--- src/rtl/lsc_pkg.sv ---
package lsc_pkg;
  localparam int NDIR      = 2;
  localparam int IDX_PLUS  = 0;
  localparam int IDX_MINUS = 1;

  typedef logic [NDIR-1:0] dir_vec_t;

  // Polarity first, then optional exchange of the two directions.
  function automatic dir_vec_t orient(dir_vec_t pins, logic act_high, logic swap);
    dir_vec_t lvl;
    lvl = act_high ? pins : ~pins;
    return swap ? {lvl[IDX_PLUS], lvl[IDX_MINUS]} : lvl;
  endfunction

  // Index of the limit that guards the current direction of travel.
  function automatic int unsigned travel_idx(logic dir_minus);
    return dir_minus ? IDX_MINUS : IDX_PLUS;
  endfunction
endpackage

--- src/rtl/lsc_sync.sv ---
module lsc_sync #(
  parameter int WIDTH  = 2,
  parameter int STAGES = 2
) (
  input  logic             clk,
  input  logic             rst_n,
  input  logic [WIDTH-1:0] d,
  output logic [WIDTH-1:0] q
);
  logic [WIDTH-1:0] stg [STAGES];

  always_ff @(posedge clk or negedge rst_n) begin
    if (!rst_n) stg[0] <= '0;
    else        stg[0] <= d;
  end

  for (genvar s = 1; s < STAGES; s++) begin : g_stage
    always_ff @(posedge clk or negedge rst_n) begin
      if (!rst_n) stg[s] <= '0;
      else        stg[s] <= stg[s-1];
    end
  end

  assign q = stg[STAGES-1];
endmodule

--- src/rtl/lsc_eval.sv ---
module lsc_eval
  import lsc_pkg::*;
(
  input  dir_vec_t sync_pins,
  input  dir_vec_t en,
  input  logic     act_high,
  input  logic     swap,
  output dir_vec_t status,
  output dir_vec_t active
);
  always_comb begin
    status = orient(sync_pins, act_high, swap);
    active = status & en;
  end
endmodule

--- src/rtl/lsc_stopgen.sv ---
module lsc_stopgen
  import lsc_pkg::*;
(
  input  logic     clk,
  input  logic     rst_n,
  input  dir_vec_t active,
  input  logic     busy,
  input  logic     dir_minus,
  input  logic     decel,
  input  dir_vec_t err_clr,
  output logic     hit,
  output logic     hit_rise,
  output logic     stop_decel,
  output logic     stop_now,
  output dir_vec_t err
);
  logic hit_q;

  assign hit      = busy & active[travel_idx(dir_minus)];
  assign hit_rise = hit & ~hit_q;

  always_ff @(posedge clk or negedge rst_n) begin
    if (!rst_n) begin
      hit_q      <= 1'b0;
      stop_decel <= 1'b0;
      stop_now   <= 1'b0;
    end else begin
      hit_q      <= hit;
      stop_decel <= hit_rise & decel;
      stop_now   <= hit_rise & ~decel;
    end
  end

  for (genvar d = 0; d < NDIR; d++) begin : g_err
    logic set_d;
    assign set_d = hit_rise && (travel_idx(dir_minus) == d);
    always_ff @(posedge clk or negedge rst_n) begin
      if (!rst_n) err[d] <= 1'b0;
      else        err[d] <= set_d | (err[d] & ~err_clr[d]);
    end
  end
endmodule

--- src/rtl/limit_stop_ctrl.sv ---
module limit_stop_ctrl
  import lsc_pkg::*;
#(
  parameter int SYNC_STAGES = 2
) (
  input  logic       clk,
  input  logic       rst_n,
  input  logic       pin_plus,
  input  logic       pin_minus,
  input  logic [1:0] cfg_en,
  input  logic       cfg_act_high,
  input  logic       cfg_decel,
  input  logic       cfg_swap,
  input  logic       busy,
  input  logic       dir_minus,
  input  logic [1:0] err_clr,
  output logic       stop_decel,
  output logic       stop_now,
  output logic [1:0] lim_status,
  output logic [1:0] lim_err
);
  dir_vec_t raw_pins_w;
  dir_vec_t sync_pins_w;
  dir_vec_t lim_active_w;
  logic     hit_w;
  logic     hit_rise_w;

  always_comb begin
    raw_pins_w            = '0;
    raw_pins_w[IDX_PLUS]  = pin_plus;
    raw_pins_w[IDX_MINUS] = pin_minus;
  end

  lsc_sync #(.WIDTH(NDIR), .STAGES(SYNC_STAGES)) u_sync (
    .clk   (clk),
    .rst_n (rst_n),
    .d     (raw_pins_w),
    .q     (sync_pins_w)
  );

  lsc_eval u_eval (
    .sync_pins (sync_pins_w),
    .en        (cfg_en),
    .act_high  (cfg_act_high),
    .swap      (cfg_swap),
    .status    (lim_status),
    .active    (lim_active_w)
  );

  lsc_stopgen u_stop (
    .clk        (clk),
    .rst_n      (rst_n),
    .active     (lim_active_w),
    .busy       (busy),
    .dir_minus  (dir_minus),
    .decel      (cfg_decel),
    .err_clr    (err_clr),
    .hit        (hit_w),
    .hit_rise   (hit_rise_w),
    .stop_decel (stop_decel),
    .stop_now   (stop_now),
    .err        (lim_err)
  );
endmodule

--- config.mk ---
export PLATFORM = sky130hd
export DESIGN_NAME = limit_stop_ctrl
export DESIGN_NICKNAME = d
export VERILOG_FILES = /design/src/rtl/lsc_pkg.sv /design/src/rtl/lsc_sync.sv /design/src/rtl/lsc_eval.sv /design/src/rtl/lsc_stopgen.sv /design/src/rtl/limit_stop_ctrl.sv
export SDC_FILE = /design/constraint.sdc
export NUM_CORES = 1
export LEC_CHECK = 0
export BUFFER_PORTS_ARGS = -buffer_cell sky130_fd_sc_hd__buf_2
export CORE_AREA = 2 2 39 41
export CTS_CLUSTER_DIAMETER = 80
export CTS_CLUSTER_SIZE = 25
export DETAILED_ROUTE_END_ITERATION = 7
export DIE_AREA = 0 0 41 43
export GPL_ROUTABILITY_DRIVEN = 0
export GPL_TIMING_DRIVEN = 0
export RECOVER_POWER = 100
export SLEW_MARGIN = 20
export SYNTH_ARGS = -nofsm -noshare
export SYNTH_HDL_FRONTEND = slang
export SYNTH_SLANG_ARGS = --single-unit
--- constraint.sdc ---
create_clock -name clk -period 1.15 [get_ports clk]
set_input_delay 0.2875 -clock clk [delete_from_list [all_inputs] [get_ports clk]]
set_output_delay 0.2875 -clock clk [all_outputs]
set_load 0.05 [all_outputs]
==> flow_summary.json, run 1 <==
{
  "status": "finished with violations",
  "violations": "negative setup slack",
  "power.total_mw": 0.8145,
  "root_buffer": "clkbuf_4",
  "synthesis.nets": 40,
  "maxSlewHeadroom": 0.7011,
  "diodes": 0,
  "placementRows": 14,
  "dp_hpwl_um": 591.9,
  "dieArea_sq_um": 1763,
  "internal-power_mw": 0.5663,
  "route.vias.total": 302,
  "seq_area_frac_synth": 0.6000,
  "io_buffers": 18,
  "avgSynthCellArea_sq_um": 13.90,
  "slowest_stage": "dfrtp_1",
  "clockBufferDepth": 2,
  "min_period_ns": 1.551,
  "rsz0062_at_grt": "true",
  "fin_crit_sh": 1.349,
  "viasPerCell": 4.441,
  "p_sw_mw": 0.2482,
  "skew_ns": 0.001955,
  "initial_core_util": 0.2712,
  "antenna_found_initial": 0,
  "finalSetupViolations": 7,
  "drc": 0,
  "hold_slack_ns": 0.1396,
  "critPathKind": "register to output pin",
  "startpoint_type": "register",
  "power_density_nw_per_um2": 1254,
  "crit_buf_inv": 1,
  "die_h_um": 43,
  "worst_pin_slew_ns": 0.4484,
  "finalMaxSlewViolations": 0,
  "layout_common_cells": "buf_2 (11), dfrtp_1 (9), clkbuf_4 (5)",
  "reg2reg_slack_ns": -0.27,
  "hp-class": "input pin to register",
  "setup_ws_ns": -0.4011,
  "synth_largest_area_cell": "dfrtp_1",
  "ys_types": 14,
  "path_max_fanout": 3,
  "p_clk_frac": 0.286,
  "htree_levels": 1,
  "synth_area_sq_um": 375.4,
  "ys_warn_count": 0,
  "register_area_sq_um": 225.2,
  "pin_count": 19,
  "ir_worst_vdd_v": 0.0005779,
  "required_ns": 0.86,
  "critPathArrivalTime_ns": 1.26,
  "drt-initial-drc-count": 1,
  "path_depth": 3,
  "grt_usage": 0.1107,
  "ys_ff_latch": 9,
  "overflow": 0,
  "dr.pass1.iters": 4,
  "grt_first_pass_wirelength_mm": 1.242,
  "cts_sinks": 9,
  "critical_path.startpoint": "u_sync.q[0]",
  "seqPwrFrac": 0.430,
  "clkLatencyLatePin_ns": 0.25,
  "clkTransAtPathRegs_ns": 0.06,
  "crit-reg2reg-launch": "u_sync.q[0]",
  "leakage_nw": 0.2970,
  "worstReg2RegEnd": "u_stop.err[0]",
  "nets": 66,
  "p_comb_frac": 0.285,
  "drive_gt1_frac": 0.6346,
  "die_w_um": 41,
  "crit_chain": "mux2i_4 > xor2_4 > buf_8",
  "cp_top_family": "flip-flops",
  "cts_made_buffers": 3,
  "hold_violations": 0,
  "final_common_cell": "buf_2",
  "wl_per_cell_um": 11.31,
  "swShare": 0.3047,
  "cap_viol_max_count": 0,
  "endpoint": "lim_status[0]",
  "yosysTopAreaCellShare": 0.6000,
  "routed_wl_um": 769,
  "finalInstanceArea_sq_um": 649.4,
  "multi_input_area_sq_um": 219.0,
  "coreArea_sq_um": 1384,
  "synth_area_leaders": "dfrtp_1 (60%), o211ai_4 (5.7%), o32ai_1 (4.7%)",
  "crit_path_end_kind": "output pin",
  "grt_pass1_vias": 310,
  "setup_tns_ns": -2.003,
  "fillCellCount": 128,
  "syn-instance-count": 27,
  "fmax_ghz": 0.6447,
  "ant_nets": 0,
  "utilization": 0.4693,
  "syn2layout_area_growth_pct": 73.00,
  "cts_tree": "built",
  "ff2ff_path_depth": 5,
  "grt_max_degree": 10,
  "placed_cell_area_sq_um": 549.3,
  "slowest_delay_ns": 0.42
}
-- power by group through the flow --
stage	Clock (mW)	Combinational (mW)	Sequential, mW
2_1_floorplan	0	0.0989	0.385
3_3_place_gp	0	0.191	0.353
3_5_place_dp	0	0.193	0.354
4_1_cts	0.246	0.226	0.349
5_1_grt	0.266	0.248	0.352
6_report	0.233	0.232	0.350
-- per-stage QoR --
| step | setup slack (ns) | instances |
|---|---|---|
| 3_3_place_gp | -0.3554 | 61 |
| 6_report | -0.4011 | 68 |
| 5_1_grt | -0.4588 | 68 |
| 2_1_floorplan | -0.1742 | 27 |
| 4_1_cts | -0.4371 | 68 |
| 3_5_place_dp | -0.3672 | 61 |
-- kinds of logic (layout without fill, tap and decap cells) --
group | after synthesis | after routing | synth area share
AND/OR/NAND/NOR | 5 | 5 | 0.07667
XOR/XNOR | 2 | 2 | 0.04668
buffers and inverters | 4 | 29 | 0.03999
flip-flops | 9 | 9 | 0.6000
multiplexers | 2 | 2 | 0.06333
AO/OA/AOI/OAI | 5 | 5 | 0.1733
-- cell type report --
| cell class | instances | area share |
|---|---|---|
| Timing Repair Buffer | 21 | 0.2216 |
| Inverter | 4 | 0.02312 |
| Multi-Input combinational cell | 14 | 0.3372 |
| Sequential cell | 9 | 0.3468 |
| Tap cell | 16 | 0.03083 |
| Clock buffer | 4 | 0.04046 |
-- cell usage after synthesis --
cell type and count:
o211ai_4 1, dfrtp_1 9, and2_1 1, o32ai_1 2
mux2i_2 1, inv_1 4, o221ai_2 1, a32o_2 1
nor3b_1 1, xor2_1 2, mux2i_1 1, nor3_1 1
nand2b_1 1, nand2_1 1
-- what timing repair did --
item / 4_1_cts / 5_1_grt
pin swaps: 3 / 2
setup endpoints to repair: 8 / 10
buffers inserted: 2 / 1
hold endpoints to repair: 9 / 0
hold buffers: 1 / 0
gates resized for setup: 9 / 6
-- layer usage --
layer / vias up / GRT usage / part of all wire
li1: 146 / - / -
met2: 14 / 0.1500 / 0.51
met5: - / 0 / 0
met4: 0 / 0.08000 / 0.023
met3: 2 / 0.03141 / 0.092
met1: 140 / 0.1443 / 0.37
-- state kept, by name, summed over array words and instances, names as in the netlist --
signal / flops
u_stop.hit_q: 1
u_sync.stg: 2
u_stop.stop_decel: 1
u_stop.err: 2
u_sync.q: 2
u_stop.stop_now: 1
-- how the worst min path moves through the flow --
stage,startpoint,endpoint,slack [ns],cells after the start
floorplan,rst_n,u_stop.err[0],-0.008,0
global placement,rst_n,u_sync.q[0],0.14,1
detailed placement,rst_n,u_sync.stg[2],0.15,1
CTS,pin_plus,u_sync.stg[2],0.13,1
global route,pin_plus,u_sync.stg[2],0.12,1
finish,pin_plus,u_sync.stg[2],0.14,1
Note: power is estimated with default switching activity, not from simulation.
==> inputs of run 2 (changes only) <==
Clock period 1.15 ns to 1.81 ns, I/O delays scaled along.
==> flow_summary.json, run 2 (synthesized netlist as in run 1, its figures left out) <==
{
  "status": "finished, final reports clean",
  "hold_violations": 0,
  "final_common_cell": "buf_2",
  "clkLatencyLatePin_ns": 0.25,
  "initial_core_util": 0.2712,
  "syn2layout_area_growth_pct": 41.00,
  "wl_per_cell_um": 9.831,
  "crit_chain": "mux2i_2 > xor2_2 > buf_4",
  "root_buffer": "clkbuf_4",
  "drc": 0,
  "skew_ns": 0.0004789,
  "slowest_stage": "dfrtp_1",
  "ir_worst_vdd_v": 0.0003634,
  "fmax_ghz": 0.5734,
  "hp-class": "input pin to asynchronous set/reset pin",
  "slowest_delay_ns": 0.39,
  "cts_made_buffers": 3,
  "clockBufferDepth": 2,
  "cap_viol_max_count": 0,
  "clkTransAtPathRegs_ns": 0.06,
  "path_max_fanout": 3,
  "reg2reg_slack_ns": 0.44,
  "rsz0062_at_grt": "true",
  "grt_pass1_vias": 291,
  "io_buffers": 18,
  "pin_count": 19,
  "cts_tree": "built",
  "crit_buf_inv": 1,
  "die_h_um": 43,
  "dr.pass1.iters": 4,
  "placementRows": 14,
  "crit-reg2reg-launch": "u_sync.q[1]",
  "worst_pin_slew_ns": 0.5996,
  "power_density_nw_per_um2": 900.3,
  "grt_max_degree": 10,
  "ff2ff_path_depth": 4,
  "dieArea_sq_um": 1763,
  "hold_buffers": 0,
  "fillCellCount": 146,
  "route.met3.wl_um": 66,
  "routed_wl_um": 639,
  "leakage_nw": 0.2483,
  "fin_crit_sh": 0.9635,
  "cp_top_family": "flip-flops",
  "maxSlewHeadroom": 0.6020,
  "critPathArrivalTime_ns": 1.29,
  "layout_common_cells": "buf_2 (11), dfrtp_1 (9), clkbuf_1 (6)",
  "grt_first_pass_wirelength_mm": 1.083,
  "crit_path_end_kind": "output pin",
  "drt-initial-drc-count": 2,
  "route.vias.total": 282,
  "grt_usage": 0.09407,
  "worstReg2RegEnd": "u_stop.err[1]",
  "finalSetupViolations": 0,
  "dp_hpwl_um": 517.9,
  "dr_wl_met2_um": 295,
  "drt-met1-wl_um": 278,
  "critPathKind": "register to output pin",
  "overflow": 0,
  "nets": 63,
  "drive_gt1_frac": 0.4694,
  "startpoint_type": "register",
  "diodes": 0,
  "required_ns": 1.36,
  "cts_sinks": 9,
  "finalMaxSlewViolations": 0,
  "hold_slack_ns": 0.1224,
  "coreArea_sq_um": 1384,
  "post_cts_buffers": 0,
  "dr.max_layer_used": "met3",
  "ant_nets": 0,
  "min_period_ns": 1.744,
  "viasPerCell": 4.338,
  "setup_tns_ns": 0,
  "htree_levels": 1,
  "die_w_um": 41,
  "antenna_found_initial": 0
}
==> run 2: cell count changes in the layout (fill, tap and decap cells not counted), moves of 2 or more <==
cell and delta:
buf_6 -2, clkbuf_1 +4, clkbuf_4 -2, mux2i_2 +2
mux2i_4 -2, o32ai_1 +2, o32ai_2 -2, xor2_2 +2
xor2_4 -2
==> run 2: power by group <==
part / internal (mW) / total [mW] / leakage (nW) / switching, mW
clock network: 0.0845 / 0.147 / 0.0150 / 0.0625
registers: 0.213 / 0.219 / 0.114 / 0.00642
logic: 0.0363 / 0.110 / 0.119 / 0.0739
total: 0.334 / 0.477 / 0.248 / 0.143
==> run 2: worst max path at each step <==
| stage | slack, ns | depth (start not counted) | to | startpoint |
|---|---|---|---|---|
| 2_1_floorplan | 0.03 | 2 | lim_status[1] | cfg_swap |
| 3_3_place_gp | -0.05 | 4 | lim_status[1] | cfg_swap |
| 3_5_place_dp | -0.05 | 4 | lim_status[1] | cfg_swap |
| 4_1_cts | 0.04 | 3 | lim_status[1] | u_sync.q[0] |
| 5_1_grt | -0.01 | 3 | lim_status[0] | u_sync.q[0] |
| 6_report | 0.07 | 3 | lim_status[0] | u_sync.q[1] |
==> run 2: cell type report <==
| cell class | instances | area [sq um] | area share |
|---|---|---|---|
| inverter | 4 | 15.01 | 0.02837 |
| clock buffer | 4 | 26.28 | 0.04965 |
| sequential | 9 | 225.2 | 0.4255 |
| timing repair buffer | 18 | 88.84 | 0.1678 |
| multi-input combinational | 14 | 153.9 | 0.2908 |
| tap | 16 | 20.02 | 0.03783 |
==> run 2: timing repair <==
item                                    in CTS  in global routing
resized for setup                            3                  0
endpoints found under the setup margin       1                  2
endpoints found under the hold margin        0                  0
==> run 2: stage by stage <==
stage                     std cells  total power [mW]  instance area, sq um    util  worst slack [ns]
after global placement           61            0.3300                 500.5  0.3617          -0.04830
after global routing             65            0.5042                 529.3  0.3825          -0.01147
after detailed placement         61            0.3312                 500.5  0.3617          -0.05199
after CTS                        65            0.4893                 535.5  0.3870           0.04418
final                            65            0.4765                 529.3  0.3825           0.06599
after floorplan                  27            0.2940                 390.4       -           0.03307
==> run 2: per-layer routing <==
layer / vias to the layer above / track usage
met4: 0 / 0.1000
li1: 140 / -
met3: 0 / 0.01571
met2: 13 / 0.1344
met1: 129 / 0.1058
met5: - / 0
==> run 2: worst register-to-register path, delay by kind of cell, from the launching register on <==
family | cells | cell delay (ns)
AOI/OAI and AO/OA | 3 | 0.59
DFF | 1 | 0.39
muxes | 1 | 0.29
==> inputs of run 3 (changes only) <==
Settings changed: BUFFER_PORTS_ARGS -buffer_cell sky130_fd_sc_hd__buf_2 to -buffer_cell sky130_fd_sc_hd__buf_4, CAP_MARGIN set to 20.
==> flow_summary.json, run 3 (synthesized netlist as in run 1, its figures left out) <==
{
  "fin_crit_sh": 0.9609,
  "die_w_um": 41,
  "min_period_ns": 1.739,
  "drc": 0,
  "syn2layout_area_growth_pct": 48.33,
  "coreArea_sq_um": 1384,
  "path_max_fanout": 3,
  "io_buffers": 18,
  "fillCellCount": 149,
  "status": "finished, final reports clean",
  "cap_viol_max_count": 0,
  "worstReg2RegEnd": "u_stop.err[0]",
  "crit_chain": "mux2i_2 > xor2_2 > buf_4",
  "dieArea_sq_um": 1763,
  "multi_input_area_sq_um": 153.9,
  "overflow": 0,
  "final_common_cell": "buf_4",
  "critPathArrivalTime_ns": 1.29,
  "hold_violations": 0,
  "register_area_sq_um": 225.2,
  "pin_count": 19,
  "setup_tns_ns": 0,
  "grt_max_degree": 10,
  "drt-initial-drc-count": 1,
  "slowest_delay_ns": 0.39,
  "grt_pass1_vias": 284,
  "htree_levels": 1,
  "hold_slack_ns": 0.1197,
  "antenna_found_initial": 0,
  "leakage_nw": 0.2574,
  "die_h_um": 43,
  "clockBufferDepth": 2,
  "route.vias.total": 288,
  "ant_nets": 0,
  "power_density_nw_per_um2": 869.6,
  "dp_hpwl_um": 526.9,
  "nets": 63,
  "routed_wl_um": 655,
  "layout_common_cells": "buf_4 (11), dfrtp_1 (9), clkbuf_1 (6)",
  "wl_per_cell_um": 10.08,
  "cts_sinks": 9,
  "fmax_ghz": 0.5750,
  "root_buffer": "clkbuf_4",
  "post_cts_buffers": 0,
  "ir_worst_vdd_v": 0.0003992,
  "cts_made_buffers": 3,
  "skew_ns": 0.001630,
  "startpoint_type": "register",
  "maxSlewHeadroom": 0.6034,
  "drive_gt1_frac": 0.4694,
  "hp-class": "input pin to asynchronous set/reset pin",
  "worst_pin_slew_ns": 0.5974,
  "critPathKind": "register to output pin",
  "dr.pass1.iters": 2,
  "viasPerCell": 4.431,
  "placementRows": 14,
  "required_ns": 1.36,
  "rsz0062_at_grt": "true",
  "clkTransAtPathRegs_ns": 0.06,
  "grt_first_pass_wirelength_mm": 1.041,
  "grt_usage": 0.08869,
  "finalSetupViolations": 0,
  "cts_tree": "built",
  "power.total_mw": 0.4842,
  "slowest_stage": "dfrtp_1",
  "diodes": 0,
  "initial_core_util": 0.2712,
  "ff2ff_path_depth": 4,
  "clkLatencyLatePin_ns": 0.25,
  "cp_top_family": "flip-flops",
  "finalMaxSlewViolations": 0,
  "crit_path_end_kind": "output pin",
  "reg2reg_slack_ns": 0.42,
  "crit_buf_inv": 1,
  "crit-reg2reg-launch": "u_sync.q[1]"
}
run 3: cell count changes in the layout (fill, tap and decap cells not counted), sizes merged:
| cell | previous run | this run |
|---|---|---|
| buf | 13 | 11 |
| clkbuf | 9 | 11 |
run 3: worst max-delay path by stage:
stage / from / endpoint / slack (ns) / cells past startpoint
final: u_sync.q[1] / lim_status[0] / 0.07 / 3
after global routing: u_sync.q[1] / lim_status[0] / -0.007 / 3
after global placement: cfg_swap / lim_status[1] / 0.03 / 4
after detailed placement: cfg_swap / lim_status[1] / 0.03 / 4
after CTS: u_sync.q[0] / lim_status[1] / 0.04 / 3
after floorplan: cfg_swap / lim_status[1] / 0.03 / 2
run 3: through the flow:
step             util  setup slack (ns)  cells  instance area (sq um)
3_5_place_dp   0.3942           0.02881     61                  545.5
2_1_floorplan       -           0.03307     27                  390.4
3_3_place_gp   0.3942           0.02976     61                  545.5
4_1_cts        0.4159           0.04142     65                  575.6
5_1_grt        0.4024         -0.006659     65                  556.8
6_report       0.4024           0.07074     65                  556.8
run 3: area by class of cell:
type                       count  area share
sequential                     9      0.4045
multi-input combinational     14      0.2764
timing repair buffer          18      0.2090
clock buffer                   4     0.04719
tap                           16     0.03596
inverter                       4     0.02697
run 3: what timing repair did:
item,in CTS,in global routing
hold buffers,0,0
setup endpoints to repair,1,1
resized for setup,1,0
cloned,0,0
run 3: metal layers:
layer	wire, um	up-vias	GRT usage	share of wire
li1	-	138	-	-
met1	266	137	0.1014	0.41
met2	316	13	0.1281	0.48
met3	72	0	0.02094	0.11
met4	0	0	0.08000	0
met5	0	-	0	0
run 3: power breakdown:
group	internal, mW	total, mW	switching [mW]
clock	0.0845	0.148	0.0637
sequential	0.213	0.219	0.00631
combinational	0.0428	0.117	0.0738
total	0.340	0.484	0.144
